File: config.mk
export PLATFORM = sky130hd
export DESIGN_NAME = warp_coalescer
export DESIGN_NICKNAME = d
export VERILOG_FILES = /design/src/rtl/coal_pkg.sv /design/src/rtl/coal_check.sv /design/src/rtl/coal_pick.sv /design/src/rtl/coal_chunk.sv /design/src/rtl/warp_coalescer.sv
export SDC_FILE = /design/constraint.sdc
export NUM_CORES = 2
export LEC_CHECK = 0
export BUFFER_PORTS_ARGS = -buffer_cell sky130_fd_sc_hd__buf_2
export CAP_MARGIN = 20
export CORE_MARGIN = 2
export CORE_UTILIZATION = 35
export DETAILED_ROUTE_END_ITERATION = 8
export GPL_ROUTABILITY_DRIVEN = 1
export HOLD_SLACK_MARGIN = 0.06
export PLACE_DENSITY = 0.52
export SLEW_MARGIN = 20
export SYNTH_ARGS = -nofsm -noshare
export SYNTH_HDL_FRONTEND = slang
export SYNTH_SLANG_ARGS = --single-unit
File: constraint.sdc
create_clock -name clk -period 35.7 [get_ports clk]
set_input_delay 1.785 -clock clk [delete_from_list [all_inputs] [get_ports clk]]
set_output_delay 1.785 -clock clk [all_outputs]
set_load 0.03 [all_outputs]
File: src/rtl/coal_pkg.sv
package coal_pkg;

    typedef enum logic [1:0] {
        SZ_BYTE = 2'd0,
        SZ_HALF = 2'd1,
        SZ_WORD = 2'd2,
        SZ_DWORD = 2'd3
    } elem_size_e;

    typedef enum logic [1:0] {
        MODE_IDLE = 2'd0,
        MODE_WIDE = 2'd1,
        MODE_LANE = 2'd2
    } coal_mode_e;

    // Only 4- and 8-byte elements are eligible for wide merging.
    function automatic logic size_mergeable(input elem_size_e sz);
        return (sz == SZ_WORD) || (sz == SZ_DWORD);
    endfunction

endpackage

File: src/rtl/coal_check.sv
module coal_check
    import coal_pkg::*;
#(
    parameter int LANES = 32,
    parameter int AW    = 32,
    localparam int LW   = $clog2(LANES)
) (
    input  logic [LANES*AW-1:0] addr_flat,
    input  logic [LANES-1:0]    mask,
    input  elem_size_e          size,
    output logic                merge_ok,
    output logic [LW-1:0]       lo_idx,
    output logic [LW-1:0]       hi_idx,
    output logic [AW-1:0]       base
);
    logic [AW-1:0] la [LANES];
    logic          any_act;
    logic          in_order;
    logic          aligned;

    for (genvar g = 0; g < LANES; g++) begin : g_unpack
        assign la[g] = addr_flat[g*AW +: AW];
    end

    always_comb begin
        lo_idx  = '0;
        hi_idx  = '0;
        any_act = 1'b0;
        for (int k = 0; k < LANES; k++) begin
            if (mask[k]) begin
                if (!any_act) lo_idx = LW'(k);
                any_act = 1'b1;
                hi_idx  = LW'(k);
            end
        end
    end

    assign base = la[lo_idx] - (AW'(lo_idx) << size);

    always_comb begin
        in_order = 1'b1;
        for (int k = 0; k < LANES; k++) begin
            if (mask[k] && (la[k] != base + (AW'(k) << size))) in_order = 1'b0;
        end
    end

    assign aligned  = ((base & ((AW'(1) << size) - AW'(1))) == '0);
    assign merge_ok = any_act && size_mergeable(size) && in_order && aligned;

endmodule

File: src/rtl/coal_pick.sv
module coal_pick #(
    parameter int LANES = 32,
    localparam int LW   = $clog2(LANES)
) (
    input  logic [LANES-1:0] pend,
    output logic [LW-1:0]    idx,
    output logic [LANES-1:0] onehot,
    output logic             only_one
);
    always_comb begin
        idx = '0;
        for (int k = LANES - 1; k >= 0; k--) begin
            if (pend[k]) idx = LW'(k);
        end
    end

    assign onehot   = pend & (~pend + LANES'(1));
    assign only_one = ((pend & (pend - LANES'(1))) == '0);

endmodule

File: src/rtl/coal_chunk.sv
module coal_chunk #(
    parameter int LANES     = 32,
    parameter int BUS_BYTES = 48,
    parameter int OW        = 10,
    parameter int BYTES_W   = 6
) (
    input  logic [OW-1:0]      cur_off,
    input  logic [OW-1:0]      end_off,
    input  logic [1:0]         shamt,
    input  logic [LANES-1:0]   act,
    output logic [BYTES_W-1:0] bytes,
    output logic [LANES-1:0]   lanes,
    output logic               last
);
    logic [OW-1:0] left;
    logic [OW-1:0] lim;

    assign left  = end_off - cur_off;
    assign last  = (left <= OW'(BUS_BYTES));
    assign bytes = last ? BYTES_W'(left) : BYTES_W'(BUS_BYTES);
    assign lim   = cur_off + OW'(bytes);

    for (genvar g = 0; g < LANES; g++) begin : g_lane
        logic [OW-1:0] off;
        assign off      = OW'(g) << shamt;
        assign lanes[g] = act[g] && (off >= cur_off) && (off < lim);
    end


    always_comb begin
        inactive_lane_chk: assert ((lanes & ~act) == '0);
    end

endmodule

File: src/rtl/warp_coalescer.sv
module warp_coalescer
    import coal_pkg::*;
#(
    parameter int LANES     = 32,
    parameter int AW        = 32,
    parameter int BUS_BYTES = 48,
    parameter int BYTES_W   = $clog2(BUS_BYTES + 1)
) (
    input  logic                clk,
    input  logic                rst,
    input  logic                req_valid,
    output logic                req_ready,
    input  logic [LANES*AW-1:0] req_addr,
    input  logic [LANES-1:0]    req_mask,
    input  logic [1:0]          req_size,
    output logic                txn_valid,
    input  logic                txn_ready,
    output logic [AW-1:0]       txn_addr,
    output logic [BYTES_W-1:0]  txn_bytes,
    output logic [LANES-1:0]    txn_lanes,
    output logic                txn_last
);
    localparam int LW = $clog2(LANES);
    localparam int OW = $clog2(LANES * 8 + BUS_BYTES) + 1;

    coal_mode_e    mode_q;
    elem_size_e    size_q;
    logic [AW-1:0] base_q;
    logic [OW-1:0] cur_q;
    logic [OW-1:0] end_q;
    logic [LANES-1:0] act_q;
    logic [LANES-1:0] pend_q;
    logic [AW-1:0] lane_q [LANES];

    logic          merge_ok;
    logic [LW-1:0] lo_idx;
    logic [LW-1:0] hi_idx;
    logic [AW-1:0] base_c;

    coal_check #(.LANES(LANES), .AW(AW)) u_check (
        .addr_flat (req_addr),
        .mask      (req_mask),
        .size      (elem_size_e'(req_size)),
        .merge_ok  (merge_ok),
        .lo_idx    (lo_idx),
        .hi_idx    (hi_idx),
        .base      (base_c)
    );

    logic [LW-1:0]    pick_idx;
    logic [LANES-1:0] pick_oh;
    logic             pick_last;

    coal_pick #(.LANES(LANES)) u_pick (
        .pend     (pend_q),
        .idx      (pick_idx),
        .onehot   (pick_oh),
        .only_one (pick_last)
    );

    logic [BYTES_W-1:0] ch_bytes;
    logic [LANES-1:0]   ch_lanes;
    logic               ch_last;

    coal_chunk #(.LANES(LANES), .BUS_BYTES(BUS_BYTES), .OW(OW), .BYTES_W(BYTES_W)) u_chunk (
        .cur_off (cur_q),
        .end_off (end_q),
        .shamt   (size_q),
        .act     (act_q),
        .bytes   (ch_bytes),
        .lanes   (ch_lanes),
        .last    (ch_last)
    );

    logic accept;
    logic take;

    assign req_ready = (mode_q == MODE_IDLE);
    assign txn_valid = (mode_q != MODE_IDLE);
    assign accept    = req_valid && req_ready;
    assign take      = txn_valid && txn_ready;

    always_comb begin
        if (mode_q == MODE_WIDE) begin
            txn_addr  = base_q + AW'(cur_q);
            txn_bytes = ch_bytes;
            txn_lanes = ch_lanes;
            txn_last  = ch_last;
        end else begin
            txn_addr  = lane_q[pick_idx];
            txn_bytes = BYTES_W'(1) << size_q;
            txn_lanes = (mode_q == MODE_LANE) ? pick_oh : '0;
            txn_last  = (mode_q == MODE_LANE) && pick_last;
        end
    end

    always_ff @(posedge clk) begin
        if (rst) begin
            mode_q <= MODE_IDLE;
            size_q <= SZ_BYTE;
            base_q <= '0;
            cur_q  <= '0;
            end_q  <= '0;
            act_q  <= '0;
            pend_q <= '0;
        end else if (accept) begin
            size_q <= elem_size_e'(req_size);
            act_q  <= req_mask;
            pend_q <= req_mask;
            base_q <= base_c;
            cur_q  <= OW'(lo_idx) << req_size;
            end_q  <= (OW'(hi_idx) + OW'(1)) << req_size;
            if (req_mask == '0)  mode_q <= MODE_IDLE;
            else if (merge_ok)   mode_q <= MODE_WIDE;
            else                 mode_q <= MODE_LANE;
        end else if (take) begin
            if (txn_last) begin
                mode_q <= MODE_IDLE;
            end else if (mode_q == MODE_WIDE) begin
                cur_q <= cur_q + OW'(BUS_BYTES);
            end
            pend_q <= pend_q & ~pick_oh;
        end
    end

    for (genvar g = 0; g < LANES; g++) begin : g_store
        always_ff @(posedge clk) begin
            if (accept) lane_q[g] <= req_addr[g*AW +: AW];
        end
    end


    hold_stable_chk: assert property (@(posedge clk) disable iff (rst)
        txn_valid && !txn_ready |=> txn_valid && $stable(txn_addr)
            && $stable(txn_bytes) && $stable(txn_lanes) && $stable(txn_last));


    bytes_range_chk: assert property (@(posedge clk) disable iff (rst)
        txn_valid |-> (txn_bytes != '0) && (txn_bytes <= BYTES_W'(BUS_BYTES)));


    lane_onehot_chk: assert property (@(posedge clk) disable iff (rst)
        (mode_q == MODE_LANE) |-> $countones(txn_lanes) == 1);


    last_ends_chk: assert property (@(posedge clk) disable iff (rst)
        txn_valid && txn_ready && txn_last |=> !txn_valid && req_ready);


    empty_req_chk: assert property (@(posedge clk) disable iff (rst)
        req_valid && req_ready && (req_mask == '0) |=> req_ready && !txn_valid);


    accept_starts_chk: assert property (@(posedge clk) disable iff (rst)
        req_valid && req_ready && (req_mask != '0) |=> txn_valid && !req_ready);

endmodule

==> metrics <==
status=finished, violations left; failing checks=design-rule violations; Yosys warning total=0; Crit path max-delay family=simple AND/OR/NAND/NOR gates; IO Pins=around 1100; clock skew=0.0631 ns; worst slew pin tran=1.36 ns; fmax=61.2 MHz; setup repair bufs after CTS=0; root buffer cell=clkbuf_16; CP max-delay cell=or4_1; crit start category=primary input; routed len/inst=52.6 um; Worst-path clk slew=0.07 ns; register area share after synthesis=a little over a third; power per cell area=62.1 mW/mm2; pin count of the biggest net entering global routing=177; CP arrival=17.08 ns; final antenna-violating net count=0; asr flop ratio synth=0%; first-pass GRT wire length=942000 um; Leak=a little under 0.04 uW; core area=0.260 mm2; num rows=187; vias in the first global route=89800; Chip Width=516 um; Final Cell Area=between 0.1 and 0.15 mm2; H-Tree Depth=3; Die ar.=0.266 mm2; GRT Total Usage=54.6%; post-synth net total=10900; final hold vios=0; peak supply drop=0.0556 mV; number of enable flip-flop cells after synthesis=1024; Max Slew Vio Count=0; gr ovfl total=0; cells after synthesis=around 9600; Vias=around 100k; Seq cells post-synth=1143; # setup viols final=0; RSZ-0062 raised after global routing=no; CTS tree=done; ys flop type=edfxtp_1; nets@finish=roughly 12000; DP Wirelength=615000 um; WP buf/inv=8; HP Class=reg2reg; Placement Cell Area=0.103 mm2; Critical Path RT=36.42 ns; Port Buffer Count=1134; Max-cap violations=0; Resize count post-CTS=0; Tot Pwr=6710 uW; syn_area_per_cell=around 9.6 um2; worst-skew pair later-pin latency=around 0.85 ns; maximum clock insertion buffer count=3; P&R area growth vs syn=18.0%; ratio of cells with drive above 1 in the final layout=22.4%; Netlist cell types=119; critical path class=in2reg; Post-Syn Area=0.0916 mm2; antenna violations before repair=between 150 and 200; final setup TNS=0 ns; Final Cycle Share=45.8%; Initial Util=35.2%; DIE HEIGHT=516 um; final hold slack=0.462 ns; Largest stage delay, worst path=roughly 0.84 ns; CTS Buf Count=approximately 120; critical path peak fanout=between 100 and 150; CP endpoint kind=flop; Slew HR=approximately 8.4%; fin crit period=16.35 ns; clk sinks=1143; TritonRoute pass-1 iters=9; DRC violations left=2; Via density=7.10; final WL=751000 um; Hold Buf Count CTS=0; Starting DRT DRC Count=19900; gpl congestion=approximately 1.2
## report_power, final
group	internal, uW	total, uW	switching, uW
registers	1570	1610	34.2
clock network	766	1350	581
logic	1070	3760	2690
total	3410	6710	3310
## through the flow
stage	instances	util [%]	worst slack (ns)
2_1_floorplan	9579	-	3.83
3_3_place_gp	13900	39.7	18.74
3_5_place_dp	13900	39.8	19.34
4_1_cts	14200	41.4	20.16
5_1_grt	14200	41.5	19.06
6_report	14300	41.6	19.35
## placed cells by master, fill, tap and decap left out, types with 145 or more instances in the layout
cell / n
nor4_1: 174
mux4_2: 267
a211oi_1: 185
a21oi_1: 483
a31oi_1: 174
edfxtp_1: 1024
nor3_1: 197
nand3_1: 424
inv_1: 182
xor2_1: 229
nand2_1: 960
nor2_1: 571
buf_4: 436
ha_1: 200
a21o_1: 162
o21ai_0: 249
mux2i_1: 145
nand4_1: 242
buf_2: 1133
xnor2_1: 1237
## path summary, 6_finish.rpt
kind | end | depth (start not counted) | slack, ns | startpoint
min | end_q[4]$_SDFFE_PP0P_ | 2 | 0.46 | end_q[4]$_SDFFE_PP0P_
max | mode_q[1]$_SDFFE_PP0P_ | 43 | 19.35 | req_mask[9]
min reg2reg | end_q[4]$_SDFFE_PP0P_ | 2 | 0.46 | end_q[4]$_SDFFE_PP0P_
max reg2reg | lane_q[3][17]$_DFFE_PP_ | 9 | 28.09 | mode_q[0]$_SDFFE_PP0P_
## registers in the layout, indices dropped and copies added, names as in the netlist
signal,flops
pend_q,32
act_q,32
mode_q,2
cur_q,10
end_q,9
size_q,2
base_q,32
lane_q,1024
## cell usage after synthesis, types with 46 or more instances
| master | instances | area share [%] |
|---|---|---|
| o211ai_1 | 113 | 0.93 |
| buf_1 | 118 | 0.48 |
| xnor2_1 | 1293 | 12 |
| a21o_1 | 163 | 1.3 |
| o21bai_1 | 59 | 0.48 |
| a21oi_1 | 495 | 2.7 |
| clkbuf_1 | 404 | 1.7 |
| a311oi_1 | 54 | 0.52 |
| and3_1 | 128 | 0.87 |
| dfxtp_1 | 119 | 2.6 |
| nand4_1 | 242 | 1.7 |
| ha_1 | 200 | 2.7 |
| nor4_1 | 189 | 1.3 |
| nor3_1 | 219 | 1.2 |
| nor2_1 | 605 | 2.5 |
| nand3_1 | 426 | 2.3 |
| o2111ai_1 | 54 | 0.52 |
| mux4_2 | 267 | 6.6 |
| mux2i_1 | 145 | 1.6 |
| xor2_1 | 238 | 2.3 |
| edfxtp_1 | 1024 | 34 |
| o21ai_0 | 255 | 1.4 |
| buf_2 | 161 | 0.88 |
| or3_1 | 48 | 0.33 |
| o31ai_1 | 98 | 0.80 |
| nand2_1 | 968 | 4.0 |
| and2_1 | 102 | 0.70 |
| inv_1 | 182 | 0.75 |
| a31oi_1 | 175 | 1.2 |
| a211oi_1 | 191 | 1.6 |
| a221oi_1 | 46 | 0.44 |
## layer usage
layer	wire length, um	vias to the layer above	part of all wire (%)	track usage (%)
li1	-	38100	-	-
met1	275000	50600	37	67.9
met2	291000	10200	39	73.9
met3	114000	2462	15	23.6
met4	71100	88	9.5	41.0
met5	557	-	0.074	0
## worst register-to-register path, cell delays in order, from the launching register on
cell and delay [ns]:
dfxtp_1 0.40, nor2_1 0.42, nand2_2 0.22, inv_8 0.55
buf_4 1.02, buf_4 0.89, buf_4 0.94, buf_4 0.94
buf_4 0.86, buf_12 0.66
## final cells by class
type                       count  area (um2)
timing repair buffer        1588        9270
sequential                  1143       33100
clock inverter                67         948
clock buffer                 154        3200
multi-input combinational   7536       56100
inverter                     186         706
fill                       25600      152000
antenna                      127         318
tap                         3496        4370
## logic make-up (layout without fill, tap and decap cells)
kind of cell	after synthesis	after routing	share of synthesized area (%)
buffers and inverters	900	1995	4.08
AO/OA/AOI/OAI	2122	2122	15.9
other	0	127	0
flip-flops	1143	1143	36.2
multiplexers	449	449	8.61
AND/OR/NAND/NOR	3204	3204	17.3
XOR/XNOR	1546	1546	15.0
adder cells (fa/ha/maj)	215	215	3.04
Note: power is estimated with default switching activity, not from simulation.
